File: config.mk
export PLATFORM = sky130hd
export DESIGN_NAME = tmr8_presc
export DESIGN_NICKNAME = d
export VERILOG_FILES = /design/src/rtl/tmr8_presc.sv
export SDC_FILE = /design/constraint.sdc
export NUM_CORES = 1
export LEC_CHECK = 0
export BUFFER_PORTS_ARGS = -buffer_cell sky130_fd_sc_hd__buf_4
export CAP_MARGIN = 10
export CORE_MARGIN = 8
export CORE_UTILIZATION = 45
export DETAILED_ROUTE_END_ITERATION = 10
export PLACE_DENSITY = 0.66
export SLEW_MARGIN = 20
export SYNTH_ARGS = -nofsm -noshare
export SYNTH_HDL_FRONTEND = slang
export SYNTH_SLANG_ARGS = --single-unit
File: constraint.sdc
create_clock -name clk -period 6.04 [get_ports clk]
set_clock_uncertainty 0.15 [all_clocks]
set_input_delay 1.812 -clock clk [delete_from_list [all_inputs] [get_ports clk]]
set_output_delay 1.812 -clock clk [all_outputs]
set_load 0.02 [all_outputs]
File: src/rtl/tmr8_presc.sv
`timescale 1ns/1ps
module tmr8_presc #(
  parameter int W  = 8,
  parameter int PW = 8,
  parameter int SW = 3
)(
  input  logic          clk,
  input  logic          rst_n,
  input  logic          cyc_en,
  input  logic          smp_mid,
  input  logic          smp_end,
  input  logic          ext_pin,
  input  logic          sleep,
  input  logic          cnt_wr,
  input  logic [W-1:0]  cnt_wdata,
  input  logic          ctl_wr,
  input  logic [SW+3:0] ctl_wdata,
  input  logic          flag_wr,
  input  logic          flag_wdata,
  input  logic          wdt_clr,
  input  logic          wdt_tick,
  output logic [W-1:0]  count,
  output logic          ovf_flag,
  output logic          irq,
  output logic          wdt_out
);
  localparam int CW    = SW + 4;
  localparam int B_OWN = SW;
  localparam int B_EDG = SW + 1;
  localparam int B_SRC = SW + 2;
  localparam int B_IE  = SW + 3;

  logic [CW-1:0] ctl;
  logic [W-1:0]  cnt;
  logic [PW-1:0] pre;
  logic [1:0]    inh;
  logic          sig_d, sync_q, flag;

  wire [SW-1:0] ps   = ctl[SW-1:0];
  wire          own  = ctl[B_OWN];
  wire          edg  = ctl[B_EDG];
  wire          src  = ctl[B_SRC];
  wire          ie   = ctl[B_IE];

  wire          strobe   = smp_mid | smp_end;
  wire          sig      = ext_pin ^ edg;
  wire [PW-1:0] mask_t   = ~(({PW{1'b1}} << ps) << 1);
  wire [PW-1:0] mask_w   = ~({PW{1'b1}} << ps);
  wire          pre_out  = own ? sig : pre[ps];
  wire          ext_tick = strobe & pre_out & ~sync_q;
  wire          int_tick = cyc_en & (own | (&(pre | ~mask_t)));
  wire          adv      = (src ? ext_tick : int_tick) & ~sleep & (inh == 2'd0) & ~cnt_wr;
  wire          ovf      = adv & (&cnt);
  wire          pre_clr  = own ? wdt_clr : cnt_wr;
  wire          pre_step = own ? wdt_tick : (~sleep & (src ? (sig & ~sig_d) : cyc_en));

  always_ff @(posedge clk or negedge rst_n) begin
    if (!rst_n) begin
      ctl    <= '0;
      cnt    <= '0;
      pre    <= '0;
      inh    <= 2'd0;
      sig_d  <= 1'b0;
      sync_q <= 1'b0;
      flag   <= 1'b0;
    end else begin
      sig_d <= sig;
      if (ctl_wr) ctl <= ctl_wdata;
      if (strobe) sync_q <= pre_out;
      if (pre_clr) pre <= '0;
      else if (pre_step) pre <= pre + PW'(1);
      if (cnt_wr) cnt <= cnt_wdata;
      else if (adv) cnt <= cnt + W'(1);
      if (cnt_wr) inh <= 2'd2;
      else if (cyc_en && inh != 2'd0) inh <= inh - 2'd1;
      if (ovf) flag <= 1'b1;
      else if (flag_wr) flag <= flag_wdata;
    end
  end

  assign count    = cnt;
  assign ovf_flag = flag;
  assign irq      = flag & ie;
  assign wdt_out  = wdt_tick & (~own | (&(pre | ~mask_w)));

  // the count moves only by 0 or +1 without a write
  a_r1_step_one: assert property (@(posedge clk) disable iff (!rst_n)
    !cnt_wr |=> (count == $past(count) || count == $past(count) + W'(1)));
  // inhibit window holds the count
  a_r3_inhibit_hold: assert property (@(posedge clk) disable iff (!rst_n)
    (inh != 2'd0 && !cnt_wr) |=> $stable(count));
  // a wrap without a write leaves the flag set
  a_r4_wrap_sets_flag: assert property (@(posedge clk) disable iff (!rst_n)
    (!cnt_wr && count == {W{1'b1}}) ##1 (count == '0) |-> ovf_flag);
  // the flag only drops through a flag write
  a_r4_clear_by_write: assert property (@(posedge clk) disable iff (!rst_n)
    $fell(ovf_flag) |-> $past(flag_wr));
  // no request without the flag
  a_r5_irq_needs_flag: assert property (@(posedge clk) disable iff (!rst_n)
    irq |-> ovf_flag);
  // sleep freezes the count
  a_r6_sleep_hold: assert property (@(posedge clk) disable iff (!rst_n)
    (sleep && !cnt_wr) |=> $stable(count));
  // postscaler output only on a base tick
  a_r8_wdt_on_tick: assert property (@(posedge clk) disable iff (!rst_n)
    wdt_out |-> wdt_tick);
endmodule

==> results of run 1 <==
## flip-flops by register name, indices dropped and copies added (netlist names)
register	flops
inh	2
pre	8
ctl	7
sig_d	1
ovf_flag	1
count	8
sync_q	1
## where the power goes
group	leakage [nW]	internal (mW)	switching, mW
Combinational	0.577	0.0538	0.0592
Clock	0.0288	0.0584	0.0595
Sequential	0.345	0.205	0.0238
Total	0.951	0.317	0.143
## worst max-delay path by stage
stage	cells past startpoint	slack, ps	to
detailed placement	3	1880	wdt_out
finish	3	1880	wdt_out
global placement	3	1880	wdt_out
CTS	3	1880	wdt_out
floorplan	1	2060	wdt_out
global route	3	1850	wdt_out
## metal layers
layer	routed length [µm]	up-vias
met5	0	-
met4	29	0
met3	280	4
met2	1940	53
met1	1830	740
li1	-	724
## worst max-delay path, delay by kind of cell
kind          cells  cell delay, ps
simple gates      1             130
buf+inv           2             260
## cells by family (layout without fill, tap and decap cells)
group	Yosys count	in the layout	share of synthesized area
flops	28	28	0.415
fa+ha+maj	3	3	0.0223
mux	10	10	0.0786
compound gates	40	40	0.164
simple gates	75	75	0.223
buf+inv	21	55	0.0556
xor+xnor	8	8	0.0415
## stage by stage
stage	hold slack [ps]	util	cell area, µm²
2_1_floorplan	302	-	1690
3_3_place_gp	321	0.547	1990
3_5_place_dp	325	0.547	1990
4_1_cts	347	0.562	2040
5_1_grt	373	0.562	2040
6_report	343	0.562	2040
## area by class of cell
type / count / area share
Multi-Input combinational cell: 136 / 0.437
Sequential cell: 28 / 0.343
Timing Repair Buffer: 38 / 0.140
Tap cell: 48 / 0.0294
Clock buffer: 4 / 0.0270
Inverter: 13 / 0.0239
## synthesized netlist by cell type (3+ instances only)
library cell / instances / area [µm²]
o21ai_0: 6 / 30.0
nor3_1: 3 / 15.0
o211ai_1: 4 / 30.0
xor2_1: 5 / 43.8
nand2_1: 19 / 71.3
ha_1: 3 / 37.5
clkbuf_1: 6 / 22.5
o21ai_1: 6 / 30.0
mux2_2: 6 / 67.6
nor2_1: 16 / 60.1
a21oi_1: 7 / 35.0
dfrtp_1: 28 / 701
and3_1: 5 / 31.3
nand4_1: 9 / 56.3
and2_1: 3 / 18.8
nand3_1: 8 / 40.0
inv_1: 12 / 45.0
xnor2_1: 3 / 26.3
nand2b_1: 6 / 37.5
==> flow_summary.toml, run 1 <==
[run]
cap_violations = 0

[critical_path]
r2r_cells = 6
cp-end-kind = "output pin"
cp.required_ps = 4080
path_max_fanout = 2
crit_top_cell = "buf_4"
rrSetupSlack_ps = 3340
crit_start = "wdt_tick"
worstReg2RegEnd = "count[0]$_DFFE_PN0P_"
worst_path_max_delay_cell = "buf_4"
critical_path.max_stage_delay_ps = 150
crit_chain = "buf_4 -> and2_1 -> buf_4"
worstSetupStartpointType = "primary input"
cp.arrival_ps = 2200
critPathKind = "primary input to output pin"
r2r_start = "ctl[1]$_DFFE_PN0P_"

[hold_path]
hold_end = "sync_q$_DFFE_PN0P_"
hp-class = "register to register"
hp-start = "sync_q$_DFFE_PN0P_"
whs_path_depth = 2

[die]
rows = 22
dieHeight_um = 77.2
initial_core_util = 0.464
io_pins = 39
die_area_um2 = 5960
die-width_um = 77.2
coreArea_um2 = 3630

[cts]
hold_buffers = 0
clk_path_buf_depth = 2
numCtsBuffers = 3
cts_setup_buffers = 0
cts_tree = "built"
cts-root-buf = "clkbuf_8"
clkTransAtPathRegs_ps = 100
clock-sinks = 28
ctsResizeCount = 0
clk_latency_ps = 280
cts-htree-levels = 1

[logic_synthesis]
syn_nets = 216
async_flop_share = 1.00
yosysWarnings = 0
seq_area_frac_synth = 0.415
synth.distinct_cells = 42
synth_area_um2 = 1690
synth-edff-count = 0
synthFlopType = "dfrtp_1"
syn-mean-instance-area_um2 = 9.12
synthCells = 185
synth_seq_cells = 28

[grt]
grt_max_degree = 29
gr-usage-met2 = 0.224
met1_usage = 0.177
met3_usage = 0.0315
grt_pass1_vias = 1525
grt-busiest-layer = "met2"
grtUsageTotal = 0.137
overflow = 0
antenna_found_initial = 0
grt_pass1_wl_um = 6950

[timing]
period_share = 0.690
slew_violations = 0
setup_viol = 0
fin_ws_ps = 1880
rsz0062_at_grt = "false"
tightest_slew_ps = 742
slew_headroom = 0.503
fmax_mhz = 240
fin_crit_ps = 4160
tns_ps = 0
finalHoldViolations = 0

[placement]
pre_cts_slack_ps = 1880
place_congestion = 0.830
place_inst = 263
port_buffers = 38
hpwl_um = 3050

[routing]
viasPerCell = 5.70
avgRoutedWirePerCell_um = 15.3
firstDrtPassIters = 4
drcViolationCount = 0
totalWireLength_um = 4080
ant_nets = 0
vias = 1521
drt_iter0_markers = 89

[final_layout]
seqCellArea_um2 = 701
nNetsFinal = 251
antenna_cells = 0
area_growth_pct = 21.1
multi_input_area_um2 = 892
fillers = 334
final_cell_mix = "buf_4, dfrtp_1, nand2_1, nor2_1, inv_1"
final_cells = 267
final_common_cell = "buf_4"
drive_gt1_frac = 0.247

[outcome]
status = "finished clean"

[power]
p_leak_nw = 0.951
total_power_uw = 460
peakVddDrop_uv = 103
power.density_nw_per_um2 = 225
No activity file was read; power rests on OpenSTA's default activity.
==> inputs of run 2 (changes only) <==
- clock period: 6.04 -> 4.2 ns (I/O delays scaled with it)
==> run 2 against run 1 <==
  * Worst setup slack lost 840 ps
  * Register-to-register slack got worse by 1700 ps
  * Wire length rose by 0.39%
  * Combinational power grew 44%
  * Worst hold slack improved by 5.9 ps
  * First-iteration DRC count is 48% lower
  * Sequential power is 44% higher
  * Cell area stayed put
  * Die area did not move
==> flow_summary.toml, run 2 (synthesized netlist as in run 1, its figures left out) <==
[cts]
clkTransAtPathRegs_ps = 100
clk_path_buf_depth = 2
cts_tree = "built"
numCtsBuffers = 3
ctsResizeCount = 0
hold_buffers = 0
cts_setup_buffers = 0
clock-sinks = 28
cts-root-buf = "clkbuf_8"
clk_latency_ps = 280
cts-htree-levels = 1

[routing]
wl_met2_um = 1930
routed.top_layer = "met4"
viasPerCell = 5.67
wl_met1_um = 1800
wl_met3_um = 282
vias = 1513
drt_iter0_markers = 46
firstDrtPassIters = 4
avgRoutedWirePerCell_um = 15.3
ant_nets = 0
drcViolationCount = 0
totalWireLength_um = 4090

[die]
coreArea_um2 = 3630
rows = 22
die-width_um = 77.2
die_area_um2 = 5960
initial_core_util = 0.464
io_pins = 39
dieHeight_um = 77.2

[timing]
slew_headroom = 0.485
finalHoldViolations = 0
period_share = 0.754
fin_ws_ps = 1030
fmax_mhz = 316
slew_violations = 0
setup_viol = 0
rsz0062_at_grt = "false"
fin_crit_ps = 3170
tightest_slew_ps = 768
tns_ps = 0

[placement]
pre_cts_slack_ps = 868
place_congestion = 0.833
hpwl_um = 3020
port_buffers = 38

[power]
power.density_nw_per_um2 = 325
p_leak_nw = 0.951
peakVddDrop_uv = 161

[critical_path]
cp-end-kind = "output pin"
rrSetupSlack_ps = 1590
r2r_start = "ctl[1]$_DFFE_PN0P_"
worstSetupStartpointType = "register"
cp.arrival_ps = 1760
critPathKind = "register to output pin"
path_max_fanout = 11
worstReg2RegEnd = "count[0]$_DFFE_PN0P_"
cp.required_ps = 2790
r2r_cells = 6

[final_layout]
area_growth_pct = 21.1
drive_gt1_frac = 0.247
final_common_cell = "buf_4"
antenna_cells = 0
final_cell_mix = "buf_4, dfrtp_1, nand2_1, nor2_1, inv_1"
nNetsFinal = 251
fillers = 333

[hold_path]
hold_end = "sync_q$_DFFE_PN0P_"
hp-class = "register to register"
whs_path_depth = 2
hp-start = "sync_q$_DFFE_PN0P_"

[grt]
grtUsageTotal = 0.138
grt_pass1_wl_um = 6960
overflow = 0
grt_max_degree = 29
antenna_found_initial = 0
grt_pass1_vias = 1573

[run]
cap_violations = 0

[outcome]
status = "finished clean"
run 2: cell counts in the layout (fill, tap and decap cells not counted):
No cell type changed its count.
run 2: worst max-delay path by stage:
stage | start | end
finish | ctl[2]$_DFFE_PN0P_ | wdt_out
global route | ctl[2]$_DFFE_PN0P_ | wdt_out
CTS | ctl[2]$_DFFE_PN0P_ | wdt_out
detailed placement | ext_pin | count[5]$_DFFE_PN0P_
global placement | ext_pin | count[5]$_DFFE_PN0P_
floorplan | ext_pin | count[2]$_DFFE_PN0P_
run 2: where the power goes:
part	leakage, nW	switching (mW)	internal [mW]
combinational	0.577	0.0857	0.0776
sequential	0.345	0.0341	0.295
clock	0.0288	0.0880	0.0842
run 2: final cells by class:
| class | count | area (µm²) | area share |
|---|---|---|---|
| multi-input combinational | 136 | 892 | 0.437 |
| sequential | 28 | 701 | 0.343 |
| tap | 48 | 60.1 | 0.0294 |
| inverter | 13 | 48.8 | 0.0239 |
| timing repair buffer | 38 | 285 | 0.140 |
| clock buffer | 4 | 55.1 | 0.0270 |
run 2: per-stage QoR:
step | cell area [µm²] | utilization | hold WS, ps | power (mW) | cells
after floorplan | 1690 | - | 302 | 0.433 | 185
after global placement | 1990 | 0.547 | 323 | 0.490 | 263
after detailed placement | 1990 | 0.547 | 335 | 0.497 | 263
after CTS | 2040 | 0.562 | 358 | 0.670 | 267
after global routing | 2040 | 0.562 | 394 | 0.697 | 267
final | 2040 | 0.562 | 349 | 0.664 | 267
run 2: metal layers:
| layer | global-route usage | vias up |
|---|---|---|
| li1 | - | 727 |
| met4 | 0.0679 | 0 |
| met3 | 0.0361 | 7 |
| met2 | 0.221 | 54 |
| met5 | 0 | - |
| met1 | 0.168 | 725 |
run 2: critical path, stage by stage (launching register included):
cell,delay (ps)
dfrtp_1,530
nor2_1,110
a21oi_1,180
o21ai_1,90
a21oi_1,150
o21ai_1,80
and2_1,180
buf_4,150
